===== config.mk =====
export PLATFORM = sky130hd
export DESIGN_NAME = alu16_reg
export DESIGN_NICKNAME = d
export VERILOG_FILES = /design/src/rtl/alu16_pkg.sv /design/src/rtl/alu16_word_reg.sv /design/src/rtl/alu16_barrel_shl.sv /design/src/rtl/alu16_func_unit.sv /design/src/rtl/alu16_result_sel.sv /design/src/rtl/alu16_reg.sv
export SDC_FILE = /design/constraint.sdc
export NUM_CORES = 1
export LEC_CHECK = 0
export BUFFER_PORTS_ARGS = -buffer_cell sky130_fd_sc_hd__buf_2
export CORE_UTILIZATION = 38
export CTS_BUF_LIST = sky130_fd_sc_hd__clkbuf_2 sky130_fd_sc_hd__clkbuf_4 sky130_fd_sc_hd__clkbuf_8
export CTS_CLUSTER_DIAMETER = 40
export DETAILED_ROUTE_END_ITERATION = 10
export GPL_TIMING_DRIVEN = 0
export SKIP_LAST_GASP = 1
export SLEW_MARGIN = 20
export SYNTH_ARGS = -nofsm -noshare
export SYNTH_HDL_FRONTEND = slang
export SYNTH_SLANG_ARGS = --single-unit

===== constraint.sdc =====
create_clock -name clk -period 8.9 [get_ports clk]
set_input_delay 0.445 -clock clk [delete_from_list [all_inputs] [get_ports clk]]
set_output_delay 0.445 -clock clk [all_outputs]
set_load 0.1 [all_outputs]

===== src/rtl/alu16_pkg.sv =====
package alu16_pkg;

    localparam int unsigned WORD_W   = 16;
    localparam int unsigned SHAMT_W  = 2;
    localparam int unsigned OP_W     = 3;

    typedef enum logic [OP_W-1:0] {
        OP_ADD  = 3'b000,
        OP_SUB  = 3'b001,
        OP_SHL  = 3'b010,
        OP_AND  = 3'b011,
        OP_OR   = 3'b100,
        OP_PASS = 3'b101,
        OP_MUL  = 3'b110,
        OP_HOLD = 3'b111
    } alu_op_e;

    typedef struct packed {
        logic from_add;
        logic from_sub;
        logic hold;
    } op_ctrl_t;

    function automatic op_ctrl_t decode_op(input alu_op_e op);
        op_ctrl_t c;
        c.from_add = (op == OP_ADD);
        c.from_sub = (op == OP_SUB);
        c.hold     = (op == OP_HOLD);
        return c;
    endfunction

endpackage


===== src/rtl/alu16_word_reg.sv =====
module alu16_word_reg #(
    parameter int unsigned W = 16
) (
    input  logic         clk,
    input  logic         rst,
    input  logic [W-1:0] d,
    output logic [W-1:0] q
);
    always_ff @(posedge clk) begin
        if (rst) q <= '0;
        else     q <= d;
    end
endmodule


===== src/rtl/alu16_barrel_shl.sv =====
module alu16_barrel_shl #(
    parameter int unsigned DATA_W  = 16,
    parameter int unsigned SHAMT_W = 2
) (
    input  logic [DATA_W-1:0]  din,
    input  logic [SHAMT_W-1:0] code,
    output logic [DATA_W-1:0]  dout
);
    localparam int unsigned NSTG = SHAMT_W + 1;

    logic [NSTG-1:0]   amount;
    logic [DATA_W-1:0] stg [0:NSTG];

    assign amount = {1'b0, code} + NSTG'(1);
    assign stg[0] = din;

    for (genvar s = 0; s < NSTG; s++) begin : g_stage
        assign stg[s+1] = amount[s] ? (stg[s] << (1 << s)) : stg[s];
    end

    assign dout = stg[NSTG];
endmodule


===== src/rtl/alu16_func_unit.sv =====
module alu16_func_unit #(
    parameter int unsigned DATA_W  = 16,
    parameter int unsigned SHAMT_W = 2
) (
    input  logic [DATA_W-1:0] a,
    input  logic [DATA_W-1:0] b,
    input  logic              cin,
    output logic [DATA_W-1:0] sum,
    output logic              sum_c,
    output logic [DATA_W-1:0] diff,
    output logic              diff_c,
    output logic [DATA_W-1:0] shl,
    output logic [DATA_W-1:0] conj,
    output logic [DATA_W-1:0] disj,
    output logic [DATA_W-1:0] prod
);
    localparam int unsigned HALF = DATA_W / 2;

    logic [DATA_W:0] add_full;
    logic [DATA_W:0] sub_full;

    assign add_full = {1'b0, a} + {1'b0, b} + (DATA_W+1)'(cin);
    assign sub_full = {1'b0, a} + {1'b0, ~b} + (DATA_W+1)'(1);

    assign sum    = add_full[DATA_W-1:0];
    assign sum_c  = add_full[DATA_W];
    assign diff   = sub_full[DATA_W-1:0];
    assign diff_c = sub_full[DATA_W];

    assign conj = a & b;
    assign disj = a | b;
    assign prod = DATA_W'(a[HALF-1:0] * b[HALF-1:0]);

    alu16_barrel_shl #(
        .DATA_W  (DATA_W),
        .SHAMT_W (SHAMT_W)
    ) u_shl (
        .din  (a),
        .code (b[SHAMT_W-1:0]),
        .dout (shl)
    );
endmodule


===== src/rtl/alu16_result_sel.sv =====
module alu16_result_sel
    import alu16_pkg::*;
#(
    parameter int unsigned DATA_W = 16
) (
    input  alu_op_e           op,
    input  logic [DATA_W-1:0] sum,
    input  logic              sum_c,
    input  logic [DATA_W-1:0] diff,
    input  logic              diff_c,
    input  logic [DATA_W-1:0] shl,
    input  logic [DATA_W-1:0] conj,
    input  logic [DATA_W-1:0] disj,
    input  logic [DATA_W-1:0] pass,
    input  logic [DATA_W-1:0] prod,
    input  logic [DATA_W-1:0] fb,
    output logic [DATA_W-1:0] nxt,
    output logic              nxt_c
);
    op_ctrl_t ctrl;
    assign ctrl = decode_op(op);

    always_comb begin
        unique case (op)
            OP_ADD:  nxt = sum;
            OP_SUB:  nxt = diff;
            OP_SHL:  nxt = shl;
            OP_AND:  nxt = conj;
            OP_OR:   nxt = disj;
            OP_PASS: nxt = pass;
            OP_MUL:  nxt = prod;
            default: nxt = fb;
        endcase
    end

    always_comb begin
        nxt_c = 1'b0;
        if (ctrl.from_add) nxt_c = sum_c;
        if (ctrl.from_sub) nxt_c = diff_c;
    end
endmodule


===== src/rtl/alu16_reg.sv =====
module alu16_reg
    import alu16_pkg::*;
#(
    parameter int unsigned DATA_W  = WORD_W,
    parameter int unsigned SHAMT_W = alu16_pkg::SHAMT_W
) (
    input  logic              clk,
    input  logic              rst,
    input  logic [DATA_W-1:0] a_in,
    input  logic [DATA_W-1:0] b_in,
    input  logic [OP_W-1:0]   op_sel,
    input  logic              carry_in,
    output logic [DATA_W-1:0] result,
    output logic              carry_out
);
    localparam int unsigned RES_W = DATA_W + 1;

    logic [DATA_W-1:0] a_q, b_q;
    logic [DATA_W-1:0] sum, diff, shl, conj, disj, prod;
    logic              sum_c, diff_c;
    logic [DATA_W-1:0] nxt;
    logic              nxt_c;
    logic [RES_W-1:0]  res_q;

    alu16_word_reg #(.W(DATA_W)) u_areg (
        .clk (clk), .rst (rst), .d (a_in), .q (a_q)
    );
    alu16_word_reg #(.W(DATA_W)) u_breg (
        .clk (clk), .rst (rst), .d (b_in), .q (b_q)
    );

    alu16_func_unit #(
        .DATA_W  (DATA_W),
        .SHAMT_W (SHAMT_W)
    ) u_fu (
        .a      (a_q),
        .b      (b_q),
        .cin    (carry_in),
        .sum    (sum),
        .sum_c  (sum_c),
        .diff   (diff),
        .diff_c (diff_c),
        .shl    (shl),
        .conj   (conj),
        .disj   (disj),
        .prod   (prod)
    );

    alu16_result_sel #(.DATA_W(DATA_W)) u_sel (
        .op     (alu_op_e'(op_sel)),
        .sum    (sum),
        .sum_c  (sum_c),
        .diff   (diff),
        .diff_c (diff_c),
        .shl    (shl),
        .conj   (conj),
        .disj   (disj),
        .pass   (a_q),
        .prod   (prod),
        .fb     (result),
        .nxt    (nxt),
        .nxt_c  (nxt_c)
    );

    alu16_word_reg #(.W(RES_W)) u_rreg (
        .clk (clk), .rst (rst), .d ({nxt_c, nxt}), .q (res_q)
    );

    assign result    = res_q[DATA_W-1:0];
    assign carry_out = res_q[DATA_W];
endmodule


==> impl_metrics.csv <==
group,metric,value,unit
final_layout,final_common_cell,"nor2_1",
floorplanning,ios,55,
clocking,numCtsBuffers,5,
global_routing,grt.total_usage,23.6,%
worst_setup_path,start_kind,"flop",
clocking,clk_latency,340,ps
placed_design,hpwl,16300,um
route,first_pass_iters,5,
clocking,cts.path.max_buffers,2,
yosys,synth-async-reset-ratio,0,%
worst_setup_path,path_cells,"inv_1, nor2_1, fa_1, fa_1, fa_1, inv_1, fa_1, inv_1, ha_1, nor3_1, o21ai_1, a31o_1, a21o_1, a21o_1, o31ai_2, mux2i_1, a2111oi_2",
worst_setup_path,path_buf_inv,3,
worst_setup_path,cp_num_cells,17,
timing,fin_setup_tns,0,ps
worst_setup_path,slowest_delay,650,ps
timing,final.period_utilization,60.5,%
timing,hold_ws,300,ps
global_routing,grt_pass1_vias,5695,
global_routing,antenna_found_initial,0,
floorplanning,chipHeight,133,um
yosys,ys.warnings.count,0,
timing,final.setup.worst_slack,3520,ps
floorplanning,coreArea,0.0166,mm^2
power,powerDensity,107,mW/mm^2
run_status,status,"complete, no violations",
timing,slew_viol_final,0,
clocking,cts_resized,0,
yosys,syn_inst,813,
timing,fin_crit,5380,ps
worst_setup_path,critPathKind,"reg -> reg",
final_layout,seq_area,981,um^2
clocking,cts_hold_buf,0,
worst_setup_path,reg2reg_slack,3520,ps
timing,setup_violations,0,
timing,slew_headroom,44.9,%
worst_setup_path,crit_path_frequent_cell,"fa_1",
worst_setup_path,cp_data_arrival_time,5590,ps
final_layout,design_area,0.00713,mm^2
final_layout,multiInputGateArea,0.00493,mm^2
yosys,synth_edf_count,0,
route,drtIter0Drc,567,
yosys,ys.flop_type,"dfxtp_1",
route,drc,0,
timing,fmaxAchievable,186,MHz
clocking,root_buffer,"clkbuf_8",
worst_setup_path,critPathTopFamily,"adder cells",
floorplanning,fp.dieW,133,um
worst_setup_path,cp_max_fo,9,
placed_design,placed_area,0.00703,mm^2
yosys,synth_area,0.00649,mm^2
floorplanning,dieArea,0.0176,mm^2
worst_setup_path,regToRegStartpoint,"u_areg.q[1]",
timing,tightest_slew,821,ps
final_layout,mostFrequentLayoutCells,"nor2_1 (119), inv_1 (90), ha_1 (85)",
global_routing,grt_pass1_wl,31800,um
floorplanning,start_util,39.0,%
yosys,synth_seq_area_share,15.1,%
floorplanning,row_count,47,
global_routing,gr-total-overflow,0,
route,wl,20000,um
global_routing,grt_max_degree,19,
clocking,clock-sinks,49,
route,ant_nets,0,
worst_setup_path,endpoint,"u_rreg.q[14]",
yosys,ys_types,74,
final_layout,fillers,1746,
yosys,ys_ff_latch,49,
worst_setup_path,required,9110,ps
timing,hold_violations,0,
clocking,h-tree-depth,2,
route,via_per_inst,5.52,
worst_setup_path,crit_start,"u_areg.q[1]",
placed_design,dpl_worst_slack,3520,ps
placed_design,gp_congestion,0.914,
power,peakVddDrop,82.4,uV
final_layout,post-route-util,42.8,%
timing,rsz0062_at_grt,"no",
final_layout,areaGrowthSynthToFinish,9.83,%
final_layout,drive_above_1_share,11.4,%
timing,finClkSkew,24.6,ps
power,p_leak,3.29,nW
min_path,hp-class,"in -> reg",
clocking,cts_tree,"done",
worst_setup_path,crit_slowest_cell,"dfxtp_1",
worst_setup_path,reg2reg_to,"u_rreg.q[14]",
clocking,cts_setup_buffers,0,
worst_setup_path,reg2regPathDepth,17,
placed_design,port_buffers,53,
yosys,synth_fp_nets,975,
route,wl_per_cell,18.3,um
worst_setup_path,end_kind,"flop",
route,vias,6038,
final_layout,final_nets,1035,
final_layout,insertedDiodeCount,0,
yosys,avgSynthCellArea,7.98,um^2
clocking,cts.clk_slew.worst_paths,120,ps
flow_run,cap_violations,0,
==> synthesized netlist by cell type, types with 5 or more instances <==
master	instances	share of area [%]
and2_1	5	0.48
a31oi_1	8	0.77
ha_1	85	16
inv_1	90	5.2
a21o_1	8	0.93
mux2i_1	10	1.5
mux4_2	5	1.7
a21oi_1	55	4.2
buf_6	6	1.0
nand3_1	6	0.46
nand2b_1	6	0.58
nor3_1	17	1.3
nor4_1	6	0.58
nor2b_1	38	3.7
a22o_1	5	0.67
a221oi_1	8	1.1
xor2_1	7	0.94
dfxtp_1	49	15
nor2_1	119	6.9
xnor2_1	17	2.3
clkbuf_1	20	1.2
buf_2	7	0.54
o21ai_0	36	2.8
a211oi_1	10	1.2
or3_1	5	0.48
o21ai_1	9	0.69
nand2_1	46	2.7
o31ai_1	5	0.58
fa_1	39	12
o21a_1	5	0.58
==> power by group <==
group / switching (mW) / internal, mW / total [mW]
sequential: 0.0181 / 0.234 / 0.252
clock: 0.0984 / 0.0592 / 0.158
combinational: 0.233 / 0.121 / 0.354
==> cell type report <==
cell class	instances	share of cell area, %
inverters	95	5.00
clock inverters	3	0.404
flip-flops and latches	49	13.8
well taps	220	3.86
repair buffers	53	3.72
clock buffers	5	0.965
plain buffers	38	3.07
multi-input cells	631	69.2
==> routing by layer <==
metal | GRT usage [%] | up-vias | share of wire [%]
met1 | 33.3 | 2860 | 45
met2 | 36.5 | 236 | 45
met3 | 4.18 | 33 | 7.7
met4 | 6.90 | 0 | 2.6
li1 | - | 2909 | -
met5 | 0 | - | 0
==> flip-flops by register name (all words and copies together) (netlist names) <==
register	count
u_areg.q	16
u_rreg.q	17
u_breg.q	16
==> per-stage QoR <==
step           std cells  power (mW)
2_1_floorplan        813       0.519
3_3_place_gp        1086       0.606
3_5_place_dp        1086       0.607
4_1_cts             1094       0.765
5_1_grt             1094       0.814
6_report            1094       0.764
==> logic make-up (layout without fill, tap and decap cells) <==
| logic type | Yosys count | count (layout) | synth area share (%) |
|---|---|---|---|
| adder cells (fa/ha/maj) | 124 | 124 | 28.4 |
| flip-flops | 49 | 49 | 15.1 |
| AND/OR/NAND/NOR | 261 | 261 | 18.9 |
| XOR/XNOR | 24 | 24 | 3.24 |
| multiplexers | 15 | 15 | 3.28 |
| buffers and inverters | 133 | 194 | 8.87 |
| AO/OA/AOI/OAI | 207 | 207 | 22.2 |
==> worst register-to-register path: stages, from the launching register on <==
cell	delay, ps
dfxtp_1	650
inv_1	330
nor2_1	200
fa_1	440
fa_1	490
fa_1	540
inv_1	50
fa_1	520
inv_1	40
ha_1	250
nor3_1	180
o21ai_1	100
a31o_1	250
a21o_1	190
a21o_1	210
o31ai_2	250
mux2i_1	420
a2111oi_2	120
==> how the worst min path moves through the flow <==
| stage | slack (ps) | startpoint | to | cells after the start |
|---|---|---|---|---|
| global placement | 440 | u_rreg.q[1] | u_rreg.q[1] | 2 |
| floorplan | 570 | a_in[2] | u_areg.q[2] | 1 |
| finish | 300 | b_in[13] | u_breg.q[13] | 2 |
| CTS | 290 | b_in[13] | u_breg.q[13] | 2 |
| global route | 300 | a_in[0] | u_areg.q[0] | 2 |
| detailed placement | 440 | u_rreg.q[1] | u_rreg.q[1] | 2 |
No activity file was read; power rests on OpenSTA's default activity.
